### config.mk
export PLATFORM = sky130hd
export DESIGN_NAME = tmr_capture_unit
export DESIGN_NICKNAME = d
export VERILOG_FILES = /design/src/rtl/tmr_cap_pkg.sv /design/src/rtl/tmr_cap_ctrl.sv /design/src/rtl/tmr_cap_datapath.sv /design/src/rtl/tmr_capture_unit.sv
export SDC_FILE = /design/constraint.sdc
export NUM_CORES = 1
export LEC_CHECK = 0
export ABC_AREA = 1
export CAP_MARGIN = 20
export CORE_ASPECT_RATIO = 2
export CORE_MARGIN = 5
export CORE_UTILIZATION = 35
export DETAILED_ROUTE_END_ITERATION = 7
export PLACE_DENSITY = 0.64
export SYNTH_ARGS = -nofsm -noshare
export SYNTH_HDL_FRONTEND = slang
export SYNTH_HIERARCHICAL = 1
export SYNTH_SLANG_ARGS = --single-unit
### constraint.sdc
create_clock -name clk -period 1.65 [get_ports clk]
set_clock_uncertainty 0.1 [all_clocks]
set_input_delay 0.33 -clock clk [delete_from_list [all_inputs] [get_ports clk]]
set_output_delay 0.33 -clock clk [all_outputs]
set_load 0.005 [all_outputs]
### src/rtl/tmr_cap_pkg.sv
package tmr_cap_pkg;

  typedef enum logic [1:0] {
    MODE_IDLE  = 2'b00,
    MODE_EVENT = 2'b01,
    MODE_TIMER = 2'b10,
    MODE_PULSE = 2'b11
  } tmrMode_e;

  // Strobes from control to datapath
  typedef struct packed {
    logic incr;     // advance the count by one (or wrap)
    logic loadNow;  // copy the preload bus straight into the count
  } tmrStrobe_t;

endpackage

### src/rtl/tmr_cap_ctrl.sv
module tmr_cap_ctrl
  import tmr_cap_pkg::*;
#(
  parameter int PRESC_DIV   = 4,
  parameter int SYNC_STAGES = 2
) (
  input  logic       clk,
  input  logic       rst_n,
  input  logic       cfgWe,
  input  logic [1:0] cfgMode,
  input  logic       cfgEnable,
  input  logic       cfgEdge,
  input  logic       preloadWe,
  input  logic       evtPin,
  output tmrStrobe_t strobe,
  output logic       enableState
);

  localparam int PRESC_W = (PRESC_DIV > 1) ? $clog2(PRESC_DIV) : 1;
  localparam logic [PRESC_W-1:0] PRESC_LAST = PRESC_W'(PRESC_DIV - 1);

  tmrMode_e modeReg;
  logic     enReg;
  logic     edgeReg;
  logic     measuring;

  // ---------------- pin synchronizer ----------------
  logic [SYNC_STAGES-1:0] syncPipe;
  logic                   pinPrev;
  logic                   pinNow;

  always_ff @(posedge clk) begin
    if (!rst_n) syncPipe[0] <= 1'b0;
    else        syncPipe[0] <= evtPin;
  end

  generate
    for (genvar s = 1; s < SYNC_STAGES; s++) begin : g_sync
      always_ff @(posedge clk) begin
        if (!rst_n) syncPipe[s] <= 1'b0;
        else        syncPipe[s] <= syncPipe[s-1];
      end
    end
  endgenerate

  assign pinNow = syncPipe[SYNC_STAGES-1];

  always_ff @(posedge clk) begin
    if (!rst_n) pinPrev <= 1'b0;
    else        pinPrev <= pinNow;
  end

  logic riseSeen, fallSeen, selEdge, atLevel;
  assign riseSeen = pinNow & ~pinPrev;
  assign fallSeen = ~pinNow & pinPrev;
  assign selEdge  = edgeReg ? riseSeen : fallSeen;
  assign atLevel  = (pinNow == edgeReg);

  // ---------------- mode decode ----------------
  logic running, pulseMode, startEdge, stopPulse, gate, tick;
  assign running   = enReg && (modeReg != MODE_IDLE);
  assign pulseMode = running && (modeReg == MODE_PULSE);
  assign startEdge = pulseMode && !measuring && selEdge;
  assign stopPulse = pulseMode && measuring && !atLevel;

  always_comb begin
    gate = 1'b0;
    if (running && modeReg == MODE_TIMER) gate = 1'b1;
    if (pulseMode && (startEdge || measuring) && atLevel) gate = 1'b1;
  end

  // ---------------- prescaler ----------------
  logic [PRESC_W-1:0] presc;

  always_ff @(posedge clk) begin
    if (!rst_n)             presc <= '0;
    else if (!gate)         presc <= '0;
    else if (presc == PRESC_LAST) presc <= '0;
    else                    presc <= presc + 1'b1;
  end

  assign tick = gate && (presc == PRESC_LAST);

  // ---------------- configuration state ----------------
  always_ff @(posedge clk) begin
    if (!rst_n) begin
      modeReg   <= MODE_IDLE;
      enReg     <= 1'b0;
      edgeReg   <= 1'b0;
      measuring <= 1'b0;
    end else if (cfgWe) begin
      modeReg   <= tmrMode_e'(cfgMode);
      enReg     <= cfgEnable;
      edgeReg   <= cfgEdge;
      measuring <= 1'b0;
    end else if (startEdge) begin
      measuring <= 1'b1;
    end else if (stopPulse) begin
      measuring <= 1'b0;
      enReg     <= 1'b0;
    end
  end

  always_comb begin
    strobe.incr    = tick || (running && modeReg == MODE_EVENT && selEdge);
    strobe.loadNow = preloadWe && !running;
  end

  assign enableState = enReg;

  // ---------------- assertions ----------------
  a_r8_self_clear: assert property (@(posedge clk) disable iff (!rst_n)
    (stopPulse && !cfgWe) |=> !enReg);

  a_r9_no_rearm: assert property (@(posedge clk) disable iff (!rst_n)
    (stopPulse && !cfgWe) |=> !measuring);

  a_r7_start_stop_excl: assert property (@(posedge clk) disable iff (!rst_n)
    $onehot0({startEdge, stopPulse}));

  a_r4_tick_spacing: assert property (@(posedge clk) disable iff (!rst_n)
    tick |=> !tick);

  a_r2_idle_quiet: assert property (@(posedge clk) disable iff (!rst_n)
    !running |-> !strobe.incr);

endmodule

### src/rtl/tmr_cap_datapath.sv
module tmr_cap_datapath
  import tmr_cap_pkg::*;
#(
  parameter int CNT_W = 16
) (
  input  logic             clk,
  input  logic             rst_n,
  input  tmrStrobe_t       strobe,
  input  logic             preloadWe,
  input  logic [CNT_W-1:0] preloadData,
  output logic [CNT_W-1:0] countValue,
  output logic             ovfPulse
);

  localparam logic [CNT_W-1:0] CNT_MAX = {CNT_W{1'b1}};

  logic [CNT_W-1:0] preloadReg;
  logic [CNT_W-1:0] countReg;
  logic             ovfReg;

  always_ff @(posedge clk) begin
    if (!rst_n)         preloadReg <= '0;
    else if (preloadWe) preloadReg <= preloadData;
  end

  always_ff @(posedge clk) begin
    if (!rst_n) begin
      countReg <= '0;
      ovfReg   <= 1'b0;
    end else begin
      ovfReg <= 1'b0;
      if (strobe.loadNow) begin
        countReg <= preloadData;
      end else if (strobe.incr) begin
        if (countReg == CNT_MAX) begin
          countReg <= preloadReg;
          ovfReg   <= 1'b1;
        end else begin
          countReg <= countReg + 1'b1;
        end
      end
    end
  end

  assign countValue = countReg;
  assign ovfPulse   = ovfReg;

  // ---------------- assertions ----------------
  a_r6_single_pulse: assert property (@(posedge clk) disable iff (!rst_n)
    ovfPulse |=> !ovfPulse);

  a_r6_reload: assert property (@(posedge clk) disable iff (!rst_n)
    (strobe.incr && countReg == CNT_MAX) |=> (ovfPulse && countValue == $past(preloadReg)));

  a_r4_step: assert property (@(posedge clk) disable iff (!rst_n)
    (strobe.incr && !strobe.loadNow && countReg != CNT_MAX) |=> countValue == $past(countReg) + 1'b1);

  a_r3_excl: assert property (@(posedge clk) disable iff (!rst_n)
    $onehot0({strobe.incr, strobe.loadNow}));

  a_r2_hold: assert property (@(posedge clk) disable iff (!rst_n)
    (!strobe.incr && !strobe.loadNow) |=> $stable(countValue));

endmodule

### src/rtl/tmr_capture_unit.sv
module tmr_capture_unit
  import tmr_cap_pkg::*;
#(
  parameter int CNT_W     = 16,
  parameter int PRESC_DIV = 4
) (
  input  logic             clk,
  input  logic             rst_n,
  input  logic             cfgWe,
  input  logic [1:0]       cfgMode,
  input  logic             cfgEnable,
  input  logic             cfgEdge,
  input  logic             preloadWe,
  input  logic [CNT_W-1:0] preloadData,
  input  logic             evtPin,
  output logic [CNT_W-1:0] countValue,
  output logic             enableState,
  output logic             ovfPulse
);

  tmrStrobe_t strobe;

  tmr_cap_ctrl #(
    .PRESC_DIV  (PRESC_DIV),
    .SYNC_STAGES(2)
  ) u_ctrl (
    .clk        (clk),
    .rst_n      (rst_n),
    .cfgWe      (cfgWe),
    .cfgMode    (cfgMode),
    .cfgEnable  (cfgEnable),
    .cfgEdge    (cfgEdge),
    .preloadWe  (preloadWe),
    .evtPin     (evtPin),
    .strobe     (strobe),
    .enableState(enableState)
  );

  tmr_cap_datapath #(
    .CNT_W(CNT_W)
  ) u_dp (
    .clk        (clk),
    .rst_n      (rst_n),
    .strobe     (strobe),
    .preloadWe  (preloadWe),
    .preloadData(preloadData),
    .countValue (countValue),
    .ovfPulse   (ovfPulse)
  );

  a_r1_reset_clear: assert property (@(posedge clk)
    !rst_n |=> (countValue == '0 && !enableState && !ovfPulse));

endmodule

==> impl_metrics.toml <==
[outcome]
outcome = "complete, no violations"

[synth]
yosysUniqueCellTypes = 32
synth_cells = 322
yosys.area.top_type = "dfxtp_1"
syn-cell-area_mm2 = 0.00223
synth_edf_count = 0
ys_ff_latch = 43
yosys_warnings = 6
synthTopCellsByCount = "65 x nand2_1, 51 x nor2_1, 43 x dfxtp_1, 30 x inv_1, 26 x o21ai_0"
yosysMostFrequentCell = "nand2_1"
async_flop_share = 0
yosys-top-cells-area = "dfxtp_1 39%, nand2_1 11%, nor2_1 8.6%, o21ai_0 5.8%, inv_1 5.1%"
ys.flop_type = "dfxtp_1"
synth-seq-area-share = 0.386
yosysTopAreaCellShare = 0.386
avgSynthCellArea_um2 = 6.92
synth_nets = 349

[worst_setup_path]
endpoint_kind = "flip-flop"
path_buf_inv = 2
r2r_end = "u_dp/countValue[5]"
critPathArrivalTime_ns = 1.75
critPathRequiredTime_ns = 1.76
rr_worst_depth = 13
reg2reg_from = "u_ctrl/modeReg[1]"
path_class = "flip-flop to flip-flop"
critPathSlowestCell = "dfxtp_1"
crit_family = "simple AND/OR/NAND/NOR gates"
crit_chain = "nand3_1 -> nor2_2 -> nand2_1 -> nand2_2 -> nand2_2 -> nand2_4 -> nand2_4 -> buf_6 -> nor2_4 -> inv_2 -> nor2_4 -> nand2_1 -> o211ai_1"
crit_path_max_incr_delay_ns = 0.35
worstPathMaxFanout = 3
crit_path_start = "u_ctrl/modeReg[1]"
cp-start-kind = "flip-flop"
r2r_slack_ns = 0.007

[power_and_ir_drop]
powerDensity_mw_per_mm2 = 775
leakage_nw = 1.53
ir_drop_mv = 0.788

[detailed_routing]
dr.pass1.iters = 4
ant_nets = 0
drt_iter0_markers = 107
drcViolationCount = 0
vias = 2461
via_per_inst = 4.93
routed_wirelength_um = 6970
wire_per_inst_um = 14.0

[die]
fp.dieH_um = 123
io_pins = 43
initial_core_util = 0.356
rows = 41
die_area_mm2 = 0.00816
core_mm2 = 0.00626
die_width_um = 66.4

[hold_path]
hp-start = "u_ctrl/syncPipe[0]"
worstHoldEndpoint = "u_ctrl/pinNow"
hp-class = "flip-flop to flip-flop"
min_path_cells = 2

[clock_network]
clk-insertion-delay-late_ns = 0.29
cts-buffers-inserted = 5
cts_tree = "yes"
h-tree-depth = 2
cts_sinks = 43
path_clk_slew_ns = 0.06
postCtsHoldBufs = 0
cts_buffer_depth = 2
clock-root-buffer = "clkbuf_16"

[cells_and_area]
postLayoutCellArea_mm2 = 0.00340
finalNetCount = 439
final_util = 0.543
drive_above_1_share = 0.264
fin_cells = 499
area_growth_pct = 52.4
antenna_cells = 0

[placement]
place.gp.congestion = 0.893
io_buffers = 42
dpl.hpwl_um = 5140
place_area_mm2 = 0.00305
place_inst = 480

[sta]
tightest_slew_ns = 0.349
tns_ns = 0
maxSlewViolCount = 0
fmax_mhz = 609
relSlewSlack = 0.767
min_period_ns = 1.64
grt_setup_unrepaired = "yes"
layout_worst_path_cycle_share = 0.996
whs_ns = 0.311
hold_viol = 0
finalSetupViolations = 0

[global_routing]
antenna_found_initial = 0
grt_pass1_vias = 2450
overflow = 0
grt_max_degree = 17
grt_use_total = 0.185
grt_pass1_wl_um = 11300

[job]
maxCapViolCount = 0
-- worst reg2reg max path: stages (launching register included) --
cell      delay (ns)
dfxtp_1         0.35
nand3_1         0.13
nor2_2          0.11
nand2_1         0.07
nand2_2         0.07
nand2_2         0.06
nand2_4         0.09
nand2_4         0.05
buf_6           0.11
nor2_4          0.09
inv_2           0.06
nor2_4          0.12
nand2_1         0.06
o211ai_1        0.08
-- cell families after synthesis --
| logic type | count (synthesis) | share of synthesized area |
|---|---|---|
| and+or+nand+nor | 164 | 0.337 |
| adders and majority gates | 2 | 0.0112 |
| xor gates and xnor gates | 5 | 0.0196 |
| DFF | 43 | 0.386 |
| AOI/OAI and AO/OA | 64 | 0.167 |
| buffers and inverters | 44 | 0.0791 |
-- stage by stage --
step	total power, W	setup slack, ns
after floorplan	0.00134	0.0504
after detailed placement	0.00158	-0.194
after CTS	0.00265	-0.0167
after global placement	0.00158	-0.146
final	0.00263	0.00714
after global routing	0.00276	-0.122
-- cell usage in the layout (no fill, tap or decap), types with 2 or more instances in the layout --
cell             netlist  final
dlygate4sd2_1          0     13
o21ai_1                3      4
dfxtp_4                0      3
buf_4                  0     39
nor2_4                 3      8
clkinv_1               2      2
clkbuf_8               0      2
a22oi_1               14     12
o211ai_1               5      5
dfxtp_2                0     16
buf_12                 0      3
nand2_1               65     62
a22oi_2                0      2
nor2_1                51     49
xnor2_1                2      2
nor2_2                 4      2
xor2_1                 3      3
nand3_1               21     21
nand2_4                1      3
clkbuf_16              0      5
o21ai_0               26     24
o22ai_2                0      2
inv_1                 30     29
dfxtp_1               43     24
clkdlybuf4s50_1        0     29
buf_6                  1      7
a21oi_1               13     13
nand2_2                8      9
inv_2                  3      4
nand4_1                5      5
-- metal layers --
layer | share of wire | track usage
met4 | 0.033 | 0.0916
met2 | 0.57 | 0.356
met5 | 0 | 0
met1 | 0.34 | 0.177
met3 | 0.051 | 0.0357
-- layout make-up --
type | count | area [um2]
Fill cell | 609 | 2860
Multi-Input combinational cell | 236 | 1270
Sequential cell | 43 | 892
Timing Repair Buffer | 91 | 836
Clock buffer | 8 | 156
Inverter | 35 | 131
Tap cell | 86 | 108
-- timing repair --
action                                 in CTS  in global routing
setup endpoints to repair                  23                 21
buffers inserted                            8                  2
pin swaps                                   7                 14
endpoints found under the hold margin       0                  0
cloned                                      0                  1
resized for setup                          43                 18
-- flip-flops by register name, summed over array words and instances (netlist names) --
name                flops
u_dp/countValue        16
u_dp/preloadReg        16
u_ctrl/modeReg          2
u_ctrl/presc            2
u_ctrl/edgeReg          1
u_ctrl/enableState      1
u_ctrl/measuring        1
u_ctrl/pinNow           1
u_ctrl/pinPrev          1
u_ctrl/syncPipe         1
u_dp/ovfPulse           1
-- where the power goes --
group / switching (W) / internal (W)
registers: 0.0000440 / 0.00110
logic: 0.000208 / 0.000228
clock network: 0.000405 / 0.000645
-- worst max-delay path by stage --
| stage | endpoint | depth (start not counted) | slack (ns) |
|---|---|---|---|
| finish | u_dp/countValue[5] | 13 | 0.007 |
| global route | u_dp/countValue[7] | 14 | -0.12 |
| CTS | u_dp/countValue[5] | 15 | -0.02 |
| detailed placement | u_dp/countValue[5] | 10 | -0.19 |
| global placement | u_dp/countValue[5] | 10 | -0.15 |
| floorplan | u_dp/countValue[2] | 7 | 0.05 |
No activity file was read; power rests on OpenSTA's default activity.
